## config.mk

```make
export PLATFORM = sky130hd
export DESIGN_NAME = mute_uart_rx
export DESIGN_NICKNAME = d
export VERILOG_FILES = /design/src/rtl/muterx_pkg.sv /design/src/rtl/muterx_frame.sv /design/src/rtl/muterx_idle.sv /design/src/rtl/muterx_regs.sv /design/src/rtl/mute_uart_rx.sv
export SDC_FILE = /design/constraint.sdc
export NUM_CORES = 1
export LEC_CHECK = 0
export ABC_AREA = 1
export CAP_MARGIN = 15
export CORE_MARGIN = 3
export CORE_UTILIZATION = 56
export DETAILED_ROUTE_END_ITERATION = 8
export PLACE_DENSITY = 0.79
export SETUP_SLACK_MARGIN = 0.02
export SLEW_MARGIN = 20
export SYNTH_ARGS = -nofsm -noshare
export SYNTH_HDL_FRONTEND = slang
export SYNTH_SLANG_ARGS = --single-unit
```

## constraint.sdc

```tcl
create_clock -name clk -period 1.69 [get_ports clk]
set_input_delay 0.338 -clock clk [delete_from_list [all_inputs] [get_ports clk]]
set_output_delay 0.338 -clock clk [all_outputs]
set_load 0.1 [all_outputs]
```

## src/rtl/muterx_pkg.sv

```systemverilog
package muterx_pkg;
   localparam int unsigned REG_W = 8;

   typedef enum logic [1:0] {
      ADR_CTRL = 2'd0,
      ADR_STAT = 2'd1,
      ADR_DATA = 2'd2
   } reg_addr_e;

   // control register bit positions
   localparam int unsigned CB_MUTE  = 0;
   localparam int unsigned CB_WADDR = 1;
   localparam int unsigned CB_RXEN  = 2;
   localparam int unsigned CB_IE    = 3;
   localparam int unsigned CB_TXEN  = 4;
   localparam int unsigned CB_BRK   = 5;

   // status register bit positions
   localparam int unsigned SB_READY = 0;
   localparam int unsigned SB_FERR  = 1;

   typedef enum logic [1:0] {
      RX_IDLE,
      RX_START,
      RX_DATA,
      RX_STOP
   } rx_state_e;
endpackage

```

## src/rtl/muterx_frame.sv

```systemverilog
module muterx_frame #(
   parameter int unsigned OSR         = 16,
   parameter int unsigned DATA_BITS   = 8,
   parameter int unsigned SYNC_STAGES = 2
) (
   input  logic                 clk,
   input  logic                 rst_n,
   input  logic                 tick,
   input  logic                 enable,
   input  logic                 rxd,
   output logic                 line,
   output logic                 rx_idle,
   output logic                 mark_evt,
   output logic                 frame_done,
   output logic                 stop_ok,
   output logic [DATA_BITS-1:0] data
);
   import muterx_pkg::*;

   localparam int unsigned CW = $clog2(OSR);
   localparam int unsigned IW = (DATA_BITS > 1) ? $clog2(DATA_BITS) : 1;
   localparam logic [CW-1:0] BIT_LAST  = CW'(OSR - 1);
   localparam logic [CW-1:0] HALF_LAST = CW'(OSR / 2 - 1);
   localparam logic [IW-1:0] IDX_LAST  = IW'(DATA_BITS - 1);

   logic [SYNC_STAGES-1:0] sync_q;

   genvar g;
   generate
      for (g = 0; g < SYNC_STAGES; g++) begin : g_sync
         if (g == 0) begin : g_first
            always_ff @(posedge clk or negedge rst_n)
               if (!rst_n) sync_q[g] <= 1'b1;
               else        sync_q[g] <= rxd;
         end else begin : g_next
            always_ff @(posedge clk or negedge rst_n)
               if (!rst_n) sync_q[g] <= 1'b1;
               else        sync_q[g] <= sync_q[g-1];
         end
      end
   endgenerate

   assign line = sync_q[SYNC_STAGES-1];

   rx_state_e      st_q;
   logic [CW-1:0]  cnt_q;
   logic [IW-1:0]  idx_q;

   assign rx_idle = (st_q == RX_IDLE);

   always_ff @(posedge clk or negedge rst_n) begin
      if (!rst_n) begin
         st_q       <= RX_IDLE;
         cnt_q      <= '0;
         idx_q      <= '0;
         data       <= '0;
         mark_evt   <= 1'b0;
         frame_done <= 1'b0;
         stop_ok    <= 1'b1;
      end else begin
         mark_evt   <= 1'b0;
         frame_done <= 1'b0;
         if (!enable) begin
            st_q  <= RX_IDLE;
            cnt_q <= '0;
            idx_q <= '0;
         end else if (tick) begin
            unique case (st_q)
               RX_IDLE: if (!line) begin
                  st_q  <= RX_START;
                  cnt_q <= '0;
               end
               RX_START: begin
                  if (cnt_q == HALF_LAST) begin
                     cnt_q <= '0;
                     idx_q <= '0;
                     st_q  <= line ? RX_IDLE : RX_DATA;
                  end else begin
                     cnt_q <= cnt_q + 1'b1;
                  end
               end
               RX_DATA: begin
                  if (cnt_q == BIT_LAST) begin
                     cnt_q <= '0;
                     data  <= {line, data[DATA_BITS-1:1]};
                     if (idx_q == IDX_LAST) begin
                        st_q     <= RX_STOP;
                        mark_evt <= line;
                     end else begin
                        idx_q <= idx_q + 1'b1;
                     end
                  end else begin
                     cnt_q <= cnt_q + 1'b1;
                  end
               end
               RX_STOP: begin
                  if (cnt_q == BIT_LAST) begin
                     cnt_q      <= '0;
                     st_q       <= RX_IDLE;
                     frame_done <= 1'b1;
                     stop_ok    <= line;
                  end else begin
                     cnt_q <= cnt_q + 1'b1;
                  end
               end
               default: st_q <= RX_IDLE;
            endcase
         end
      end
   end
endmodule

```

## src/rtl/muterx_idle.sv

```systemverilog
module muterx_idle #(
   parameter int unsigned OSR       = 16,
   parameter int unsigned IDLE_BITS = 10
) (
   input  logic clk,
   input  logic rst_n,
   input  logic tick,
   input  logic enable,
   input  logic line,
   input  logic rx_idle,
   output logic wake
);
   localparam int unsigned LIMIT = OSR * IDLE_BITS;
   localparam int unsigned RW    = $clog2(LIMIT + 1);
   localparam logic [RW-1:0] RUN_MAX  = RW'(LIMIT);
   localparam logic [RW-1:0] RUN_LAST = RW'(LIMIT - 1);

   logic [RW-1:0] run_q;
   logic          quiet;

   assign quiet = enable && line && rx_idle;

   always_ff @(posedge clk or negedge rst_n) begin
      if (!rst_n) begin
         run_q <= '0;
         wake  <= 1'b0;
      end else begin
         wake <= quiet && tick && (run_q == RUN_LAST);
         if (!quiet)                         run_q <= '0;
         else if (tick && run_q != RUN_MAX)  run_q <= run_q + 1'b1;
      end
   end
endmodule

```

## src/rtl/muterx_regs.sv

```systemverilog
module muterx_regs #(
   parameter int unsigned DATA_BITS = 8
) (
   input  logic                           clk,
   input  logic                           rst_n,
   input  logic [1:0]                     addr,
   input  logic                           wr_en,
   input  logic                           rd_en,
   input  logic [muterx_pkg::REG_W-1:0]   wdata,
   output logic [muterx_pkg::REG_W-1:0]   rdata,
   input  logic                           frame_done,
   input  logic                           frame_stop_ok,
   input  logic [DATA_BITS-1:0]           frame_data,
   input  logic                           mark_evt,
   input  logic                           idle_evt,
   output logic                           mute,
   output logic                           rx_en,
   output logic                           ie,
   output logic                           ready,
   output logic                           ferr,
   output logic                           hw_clr,
   output logic                           hw_wake,
   output logic [DATA_BITS-1:0]           data_q
);
   import muterx_pkg::*;

   logic waddr_q, txen_q, brk_q;
   logic ctrl_wr, ctrl_rd, data_rd, accept;

   assign ctrl_wr = wr_en && (addr == ADR_CTRL);
   assign ctrl_rd = rd_en && (addr == ADR_CTRL);
   assign data_rd = rd_en && (addr == ADR_DATA);
   assign hw_wake = mute && (waddr_q ? mark_evt : idle_evt);
   assign accept  = frame_done && !mute;

   always_ff @(posedge clk or negedge rst_n) begin
      if (!rst_n) begin
         mute    <= 1'b0;
         waddr_q <= 1'b0;
         rx_en   <= 1'b0;
         ie      <= 1'b0;
         txen_q  <= 1'b0;
         brk_q   <= 1'b0;
         hw_clr  <= 1'b0;
         ready   <= 1'b0;
         ferr    <= 1'b0;
         data_q  <= '0;
      end else begin
         if (ctrl_wr) begin
            waddr_q <= wdata[CB_WADDR];
            rx_en   <= wdata[CB_RXEN];
            ie      <= wdata[CB_IE];
            txen_q  <= wdata[CB_TXEN];
            brk_q   <= wdata[CB_BRK];
         end
         if (hw_wake)
            mute <= 1'b0;
         else if (ctrl_wr && !(wdata[CB_MUTE] && hw_clr))
            mute <= wdata[CB_MUTE];

         if (hw_wake)      hw_clr <= 1'b1;
         else if (ctrl_rd) hw_clr <= 1'b0;

         if (accept) begin
            ready  <= 1'b1;
            ferr   <= !frame_stop_ok;
            data_q <= frame_data;
         end else if (data_rd) begin
            ready <= 1'b0;
         end
      end
   end

   always_comb begin
      rdata = '0;
      unique case (addr)
         ADR_CTRL: begin
            rdata[CB_MUTE]  = mute;
            rdata[CB_WADDR] = waddr_q;
            rdata[CB_RXEN]  = rx_en;
            rdata[CB_IE]    = ie;
            rdata[CB_TXEN]  = txen_q;
            rdata[CB_BRK]   = brk_q;
         end
         ADR_STAT: begin
            rdata[SB_READY] = ready;
            rdata[SB_FERR]  = ferr;
         end
         ADR_DATA: rdata[DATA_BITS-1:0] = data_q;
         default:  rdata = '0;
      endcase
   end
endmodule

```

## src/rtl/mute_uart_rx.sv

```systemverilog
module mute_uart_rx #(
   parameter int unsigned OSR         = 16,
   parameter int unsigned DATA_BITS   = 8,
   parameter int unsigned IDLE_BITS   = 10,
   parameter int unsigned SYNC_STAGES = 2
) (
   input  logic       clk,
   input  logic       rst_n,
   input  logic       os_tick,
   input  logic       rxd,
   input  logic [1:0] reg_addr,
   input  logic       reg_wr,
   input  logic       reg_rd,
   input  logic [7:0] reg_wdata,
   output logic [7:0] reg_rdata,
   output logic       irq
);
   generate
      if (OSR < 4 || (OSR % 2) != 0) begin : g_bad_osr
         $error("OSR must be even and at least 4");
      end
      if (DATA_BITS < 2 || DATA_BITS > muterx_pkg::REG_W) begin : g_bad_width
         $error("DATA_BITS must lie between 2 and the register width");
      end
      if (IDLE_BITS < 2) begin : g_bad_idle
         $error("IDLE_BITS must be at least 2");
      end
      if (SYNC_STAGES < 1) begin : g_bad_sync
         $error("SYNC_STAGES must be at least 1");
      end
   endgenerate

   logic                 line, rx_idle, mark_evt, frame_done, stop_ok, idle_evt;
   logic [DATA_BITS-1:0] frame_data, data_q;
   logic                 mute, rx_en, ie, ready, ferr, hw_clr, hw_wake;

   muterx_frame #(.OSR(OSR), .DATA_BITS(DATA_BITS), .SYNC_STAGES(SYNC_STAGES)) u_frame (
      .clk(clk), .rst_n(rst_n), .tick(os_tick), .enable(rx_en), .rxd(rxd),
      .line(line), .rx_idle(rx_idle), .mark_evt(mark_evt),
      .frame_done(frame_done), .stop_ok(stop_ok), .data(frame_data)
   );

   muterx_idle #(.OSR(OSR), .IDLE_BITS(IDLE_BITS)) u_idle (
      .clk(clk), .rst_n(rst_n), .tick(os_tick), .enable(rx_en),
      .line(line), .rx_idle(rx_idle), .wake(idle_evt)
   );

   muterx_regs #(.DATA_BITS(DATA_BITS)) u_regs (
      .clk(clk), .rst_n(rst_n), .addr(reg_addr), .wr_en(reg_wr), .rd_en(reg_rd),
      .wdata(reg_wdata), .rdata(reg_rdata),
      .frame_done(frame_done), .frame_stop_ok(stop_ok), .frame_data(frame_data),
      .mark_evt(mark_evt), .idle_evt(idle_evt),
      .mute(mute), .rx_en(rx_en), .ie(ie), .ready(ready), .ferr(ferr),
      .hw_clr(hw_clr), .hw_wake(hw_wake), .data_q(data_q)
   );

   assign irq = ready && ie;
endmodule

```

Word level (Yosys, flattened, before mapping)
Cells that the tools add are included.

operators by class
  add/subtract/negate cells = 3
  equality and inequality tests = 19
  muxes and demuxes = 42
  reductions and logical operators = 27

operators with widths
  kind                   number
  $ne A3 B3 Y1 const B   7
  $mux W4                5
  $mux W2                9
  $mux W1                16
  $mux W8                2
  $mux W3                5
  $logic_and A1 B1 Y1    13
  $pmux W4 S3            1
  $add A8 B1 Y8 const B  1
  $eq A8 B8 Y1 const B   1
  $ne A8 B8 Y1 const B   1
  $pmux W2 S4            1
  $pmux W4 S2            1
  $reduce_and A4 Y1      2
  $eq A2 B2 Y1 const B   3
  $pmux W2 S3            1
  $pmux W3 S2            1
  $reduce_and A6 Y1      1
  $reduce_bool A2 Y1     3
  $reduce_and A5 Y1      1
  $add A4 B1 Y4 const B  1
  $eq A2 B1 Y1 const B   2
  $eq A4 B3 Y1 const B   1
  $eq A4 B4 Y1 const B   1
  7 further kinds        11

word-level totals
  bits in registers = 48

Longest topological paths before layout
Gate-level depths: netlist (run 1).

  depth in word-level cells = 6
  mapped depth = 10
  depth with buffers taken out = 10

Hierarchy
A second synthesis (run 1) with hierarchy kept.

unflattened totals
  cells, all modules = 325
  area, all modules = 2,537.4 um^2

modules (own cells, without submodules)
  module        instances  cells each  area each (um^2)  seq. area each (um^2)
  muterx_frame  1          141         1,139.8           554.3
  muterx_regs   1          106         840.8             425.4
  muterx_idle   1          76          549.3             225.2
  mute_uart_rx  1          2           7.5               0.0

Least setup slack after synthesis (run 1)
No wires, ideal clock.

  kind = input-to-output
  start = input port reg_addr[0]
  end = output port reg_rdata[2]
  data arrival time = 2.657 ns
  slack = -1.305 ns
  stages on the path = 3
  cell sequence = nor2_4 -> inv_1 -> o21ai_0

between the ends
  word-level cells in the longest chain between the ends = 2
  elaborated cells on any way between the ends = 3
  classes of those cells = eq/ne (1); mux (1); reduce/logical (1)

RTL lines
  what                                                     line                RTL
  start, declared                                          mute_uart_rx.sv:11  input logic [1:0] reg_addr,
  $eq A2 B2 Y1 / $logic_not A2 Y1 (equally long branches)  muterx_regs.sv:76   unique case (addr)
  $pmux W4 S2 *                                            muterx_regs.sv:76
  end, declared                                            mute_uart_rx.sv:15  output logic [7:0] reg_rdata,

Every way passes the cells marked *; elsewhere a longest branch is shown, timed or not.

Worst setup path in the final report (run 1)
  start = register u_regs.waddr_q
  end = output port reg_rdata[1]

between the ends
  word-level cells in the longest chain between the ends = 1

RTL lines
  what                    line               RTL
  start, declared         muterx_regs.sv:27  logic waddr_q, txen_q, brk_q;
  start signal, assigned  muterx_regs.sv:50  waddr_q <= wdata[CB_WADDR];
  $pmux W2 S3             muterx_regs.sv:76

No other way between the ends.

==> impl_metrics.tcl, run 1 <==
set metrics [dict create \
    met1_usage_pct 27.0 \
    reg2reg_slack_ns 0.19 \
    die_x_um 72.8 \
    switching_share_pct 33.4 \
    worstRegToRegCells 9 \
    place_congestion 0.869 \
    grt_start_max_net_pins 21 \
    min_to "u_frame.line" \
    cts.sinks 48 \
    grtUsageMet3_pct 4.68 \
    slew_headroom_pct 71.5 \
    power_density_nw_per_um2 996 \
    met2_usage_pct 34.9 \
    clockBufferDepth 2 \
    critical_path.cell_chain "inv_1 -> o211ai_1 -> clkbuf_16" \
    max_slew.worst_pin.slew_ns 0.427 \
    port_buffers 22 \
    initial_core_util_pct 60.3 \
    grt_antenna_before_repair 0 \
    cp_max_fo 3 \
    internal-power_mw 2.06 \
    max-cap-violations 0 \
    routed_via_density 5.21 \
    p_leak_nw 1.53 \
    endpoint_kind "output pin" \
    final-seq-area_um2 1210 \
    finalCritPeriodShare_pct 93.1 \
    grtUsageTotal_pct 20.9 \
    p_sw_mw 1.03 \
    fin_skew_ns 0.0111 \
    fp.coreArea_um2 4140 \
    post-route-drc-count 0 \
    die_height_um 72.8 \
    slew_violations 0 \
    cts_buffers 5 \
    dr.pass1.iters 5 \
    fmax_mhz 636 \
    holdCritStartpoint "u_frame.sync_q[0]" \
    routedWlPerCell_um 12.7 \
    vias 2027 \
    areaGrowthSynthToFinish_pct 24.3 \
    clk_pin_slew_ns 0.08 \
    h-tree-depth 2 \
    diodes 0 \
    hold_class "reg2reg" \
    avgSynthCellArea_um2 8.36 \
    syn_inst 299 \
    rows 23 \
    seqPwrFrac_pct 43.2 \
    cpMaxStageDelayCell "dfrtp_1" \
    holdPathStages 0 \
    status "complete, no violations" \
    hpwl_um 3670 \
    max_stage_delay_ns 0.36 \
    ys_seq_area_share_pct 48.2 \
    cp-start-kind "flop" \
    combPwrFrac_pct 30.8 \
    synth_fp_nets 325 \
    finalSetupViolCount 0 \
    final_antenna_net_count 0 \
    synth_area_um2 2500 \
    busiest_layer "met2" \
    rsz0062_at_grt "no" \
    crit-reg2reg-launch "u_idle.run_q[0]" \
    ys_ff_latch 48 \
    hold_viol 0 \
    overflow 0 \
    p_clk_share_pct 25.9 \
    fin_area_um2 3110 \
    fill_cells 310 \
    cp.arrival_ns 1.23 \
    reg2reg_to "u_idle.run_q[5]" \
    dr.first_iter.drc_count 58 \
    place_area_um2 2950 \
    fin_nets 364 \
    ys_warn_count 0 \
    worst-endpoint-required_ns 1.35 \
    ios 25 \
    grt_pass1_vias 1966 \
    die_area_um2 5300 \
    ir_worst_vdd_mv 0.661 \
    fin_crit_ns 1.57 \
    power_mw 3.09 \
    multi_input_area_um2 1130 \
    yosysUniqueCellTypes 32 \
    grt_pass1_wl_um 8610 \
    root_buffer "clkbuf_8" \
    drive_gt1_share_pct 20.1 \
    wl_um 4960 \
    tritoncts "done" \
    clkLatencyLatePin_ns 0.30 \
    critPathKind "reg2out" \
]
cells in the final DEF (no fill, tap or decap), types with 2 or more instances in the layout:
cell,instances
buf_4,13
nor2_4,4
nand3_1,27
mux2_2,4
nand2_2,5
inv_2,3
o21ai_0,25
clkdlybuf4s50_1,10
ha_1,10
clkbuf_2,2
a21oi_1,5
inv_1,41
dfrtp_1,44
dfstp_2,3
nand3_2,2
o211ai_1,2
nor2_1,21
xor2_1,3
clkbuf_8,5
o21ai_1,2
a22o_2,2
nand2_1,75
buf_12,9
o21ai_2,2
cell usage after synthesis:
library cell / instances / area [µm²]
o21ai_2: 2 / 17.5
buf_6: 2 / 22.5
nor2_4: 1 / 11.3
clkbuf_1: 1 / 3.75
nand2_4: 1 / 11.3
nor2_2: 1 / 6.26
nor3_4: 1 / 16.3
o211ai_1: 2 / 15.0
o21ai_0: 26 / 130
nand3_1: 27 / 135
inv_1: 44 / 165
nand2_2: 5 / 31.3
buf_4: 2 / 15.0
a22o_1: 3 / 26.3
dfstp_2: 3 / 78.8
buf_2: 1 / 5.00
nor3b_1: 1 / 7.51
a21oi_1: 6 / 30.0
nand3_4: 1 / 17.5
mux2_2: 4 / 45.0
nand4_1: 1 / 6.26
nor2_1: 24 / 90.1
nand3_2: 2 / 20.0
xor2_1: 3 / 26.3
nor3_1: 1 / 5.00
ha_1: 10 / 125
nand2_1: 75 / 282
or2_2: 1 / 6.26
dfrtp_1: 45 / 1130
nor4_1: 1 / 6.26
o211a_1: 1 / 10.0
o21ai_1: 1 / 5.00
power groups by stage:
stage                     clock (mW)  combinational [mW]  sequential, mW
after detailed placement           0               0.921            1.37
after floorplan                    0               0.663            1.35
after global placement             0               0.895            1.36
after global routing           0.865                1.09            1.35
after CTS                      0.824               0.947            1.34
final                          0.803               0.955            1.34
logic make-up after synthesis:
logic type,Yosys count,share of synthesized area (%)
simple gates,143,26.1
buf+inv,50,8.46
flops,48,48.2
compound gates,41,9.36
fa+ha+maj,10,5.01
mux,4,1.80
xor+xnor,3,1.05
flip-flops by register name (all words and copies together) (netlist names), 2 cells and up:
name	count
u_frame.idx_q	3
u_frame.cnt_q	4
u_regs.data_q	8
u_frame.data	8
u_idle.run_q	8
u_frame.st_q	2
per-layer routing:
metal,part of all wire (%),wire (µm)
met4,1.3,65
met2,49,2450
met3,5.1,255
met5,0,0
met1,44,2190
through the flow:
step | setup TNS [ns] | util (%) | instances | hold slack [ns] | setup slack [ns]
after floorplan | -1.85 | - | 299 | 0.0424 | -0.660
after global placement | -1.66 | 71.2 | 378 | 0.296 | -0.230
after detailed placement | -1.87 | 71.2 | 378 | 0.300 | -0.267
after CTS | 0 | 74.8 | 389 | 0.360 | 0.0250
after global routing | 0 | 75.0 | 389 | 0.364 | 0.0469
final | 0 | 75.0 | 389 | 0.359 | 0.117
repair_timing:
item                                    CTS  global route
pin swaps                                 3             1
endpoints found under the hold margin    15             0
hold buffers                              1             0
endpoints found under the setup margin    8             4
cloned                                    0             0
gates resized for setup                   9             7
setup buffers                             2             0
worst max-delay path by stage:
stage                 endpoint             from  slack, ns
3_3_place_gp      reg_rdata[7]      reg_addr[1]      -0.23
4_1_cts           reg_rdata[1]      reg_addr[0]       0.03
5_1_grt        u_frame.st_q[1]  u_frame.st_q[0]       0.05
6_report          reg_rdata[1]   u_regs.waddr_q       0.12
3_5_place_dp      reg_rdata[6]      reg_addr[1]      -0.27
2_1_floorplan     reg_rdata[0]      reg_addr[0]      -0.66
critical path: cells and delay by family (launching register included):
family,cells,cell delay (ns)
flops,1,0.36
compound gates,1,0.24
buf+inv,2,0.33
cell type report:
cell class                 instances  area share, %
clock buffer                       6           2.34
clock inverter                     2           1.13
inverter                          44           5.32
multi-input combinational        201           36.2
sequential                        48           38.8
tap                               50           2.01
timing repair buffer              38           14.1
No activity file was read; power rests on OpenSTA's default activity.
==> run 2: changes to the inputs <==
--- a/config.mk
+++ b/config.mk
@@ -12,7 +12,6 @@
 export DETAILED_ROUTE_END_ITERATION = 8
 export PLACE_DENSITY = 0.79
 export SETUP_SLACK_MARGIN = 0.02
-export SLEW_MARGIN = 20
 export SYNTH_ARGS = -nofsm -noshare
 export SYNTH_HDL_FRONTEND = slang
 export SYNTH_SLANG_ARGS = --single-unit
==> results of run 2 <==
The final DEF is identical to that of run 1; final timing and power are the same.
==> run 3: changes to the inputs <==
--- a/config.mk
+++ b/config.mk
@@ -8,10 +8,13 @@
 export ABC_AREA = 1
 export CAP_MARGIN = 15
 export CORE_MARGIN = 3
-export CORE_UTILIZATION = 56
+export CORE_UTILIZATION = 57
 export DETAILED_ROUTE_END_ITERATION = 8
-export PLACE_DENSITY = 0.79
+export PLACE_DENSITY = 0.8
+export REMOVE_ABC_BUFFERS = 1
 export SETUP_SLACK_MARGIN = 0.02
+export SKIP_LAST_GASP = 1
 export SYNTH_ARGS = -nofsm -noshare
 export SYNTH_HDL_FRONTEND = slang
+export SYNTH_HIERARCHICAL = 1
 export SYNTH_SLANG_ARGS = --single-unit
==> run 3 against run 2 <==
Net effect: the run now ends with hold timing left; synthesized area is 1.4% higher; sequential share of layout area decreased by 0.20 points; register-to-register slack worse by 0.04 ns; via count is 5.8% higher; final cell count grew 6.2%; critical path depth up 2; clock skew fell by 0.00088 ns; hold slack got worse by 0.36 ns; largest power group unchanged; highest routed layer unchanged.
==> impl_metrics.tcl, run 3 <==
set metrics [dict create \
    routedWlPerCell_um 12.7 \
    worst-endpoint-required_ns 1.35 \
    fin_tns_setup_ns 0 \
    initial_core_util_pct 61.1 \
    synth_area_um2 2530 \
    overflow 0 \
    final_cell_mix "99 x nand2_1, 44 x dfrtp_1, 38 x inv_1, 37 x nand3_1, 31 x nor2_1" \
    finalHoldWorstSlack_ns -0.000574 \
    max_stage_delay_ns 0.29 \
    cp_max_fo 4 \
    endpoint_kind "output pin" \
    final_antenna_net_count 0 \
    drive_gt1_share_pct 19.3 \
    tritoncts "done" \
    die_x_um 72.7 \
    syn_inst 324 \
    grtUsageTotal_pct 22.6 \
    root_buffer "clkbuf_8" \
    fmax_mhz 616 \
    dr.pass1.iters 5 \
    grt_start_max_net_pins 26 \
    multi_input_area_um2 1120 \
    die_height_um 72.7 \
    clk_pin_slew_ns 0.09 \
    areaGrowthSynthToFinish_pct 23.3 \
    cpMaxStageDelayCell "dlygate4sd2_1" \
    port_buffers 22 \
    wl_um 5240 \
    diodes 0 \
    grt_antenna_before_repair 0 \
    place_congestion 0.869 \
    die_area_um2 5280 \
    fin_skew_ns 0.0102 \
    ys_warn_count 6 \
    avgSynthCellArea_um2 7.82 \
    max_slew.worst_pin.slew_ns 0.341 \
    cp.arrival_ns 1.29 \
    final_common_cell "nand2_1" \
    violations "hold timing" \
    placed_cells 402 \
    ir_worst_vdd_mv 0.893 \
    finalSetupViolCount 0 \
    slew_violations 0 \
    clockBufferDepth 2 \
    cts_buffers 5 \
    cts.sinks 48 \
    power_mw 2.90 \
    rows 23 \
    routed_via_density 5.19 \
    final-seq-area_um2 1210 \
    h-tree-depth 2 \
    grt_pass1_wl_um 9160 \
    fill_cells 310 \
    rsz0062_at_grt "yes" \
    final_util_pct 75.4 \
    fin_nets 383 \
    status "finished with violations" \
    vias 2144 \
    dr.first_iter.drc_count 83 \
    ios 25 \
    post-route-drc-count 0 \
    top_regs "u_frame/data (8), u_idle/run_q (8), u_regs/data_q (8)" \
    grt_pass1_vias 2014 \
    max-cap-violations 0 \
    cp-start-kind "primary input" \
    clkLatencyLatePin_ns 0.31 \
    p_leak_nw 1.65 \
    hpwl_um 3770 \
    critical_path.cell_chain "dlygate4sd2_1 -> nor2_2 -> inv_2 -> o211ai_2 -> buf_12" \
    finalCritPeriodShare_pct 96.0 \
    fp.coreArea_um2 4140 \
    hold_class "in2async" \
    hold_viol 2 \
    critPathKind "in2out" \
    fin_crit_ns 1.62 \
    slew_headroom_pct 77.0 \
    fin_cells 413 \
    power_density_nw_per_um2 928 \
]
run 3: worst max-delay path, delay by kind of cell:
kind            cells  cell delay [ns]
buf+inv             3             0.57
compound gates      1             0.20
simple gates        1             0.17
run 3: final cells by class:
class,count,area share (%)
flip-flops and latches,48,38.6
repair buffers,37,13.7
clock inverters,2,1.92
clock buffers,6,2.32
multi-input cells,225,35.8
inverters,45,5.61
well taps,50,2.00
run 3: power breakdown:
part | internal, mW | switching (mW) | leakage [nW]
combinational | 0.220 | 0.396 | 0.962
clock | 0.591 | 0.386 | 0.0654
sequential | 1.22 | 0.0856 | 0.624
run 3: metrics by stage:
stage | hold WS [ns] | setup WS (ns) | cell area (µm²)
4_1_cts | 0.00674 | 0.0503 | 3090
2_1_floorplan | 0.0424 | -0.505 | 2480
3_3_place_gp | 0.345 | -0.177 | 2950
6_report | -0.000574 | 0.0669 | 3120
5_1_grt | 0.0253 | 0.0160 | 3120
3_5_place_dp | 0.348 | -0.187 | 2950
run 3: final timing paths:
| path | start | end | slack (ns) | cells after the start |
|---|---|---|---|---|
| worst min-delay path | rst_n | u_regs/data_q[6] | -0.0006 | 2 |
| worst max register to register | u_frame/idx_q[0] | u_frame/idx_q[1] | 0.15 | 8 |
| worst max-delay path | reg_addr[0] | reg_rdata[0] | 0.07 | 5 |
| min in group clk | u_frame/sync_q[0] | u_frame/line | 0.36 | 0 |
| max in group asynchronous | rst_n | u_frame/sync_q[0] | 1.37 | 2 |
| worst min register to register | u_frame/sync_q[0] | u_frame/line | 0.36 | 0 |
run 3: layer usage:
layer | GRT usage (%) | up-vias | wire [µm]
met4 | 9.02 | 0 | 79
met2 | 38.5 | 55 | 2660
met1 | 28.2 | 993 | 2240
li1 | - | 1088 | -
met5 | 0 | - | 0
met3 | 4.41 | 8 | 260
run 3: repair_timing:
item,in CTS,in global routing
hold buffers,0,0
setup buffers,0,3
pin swaps,2,0
resized for setup,5,5
setup endpoints to repair,8,10
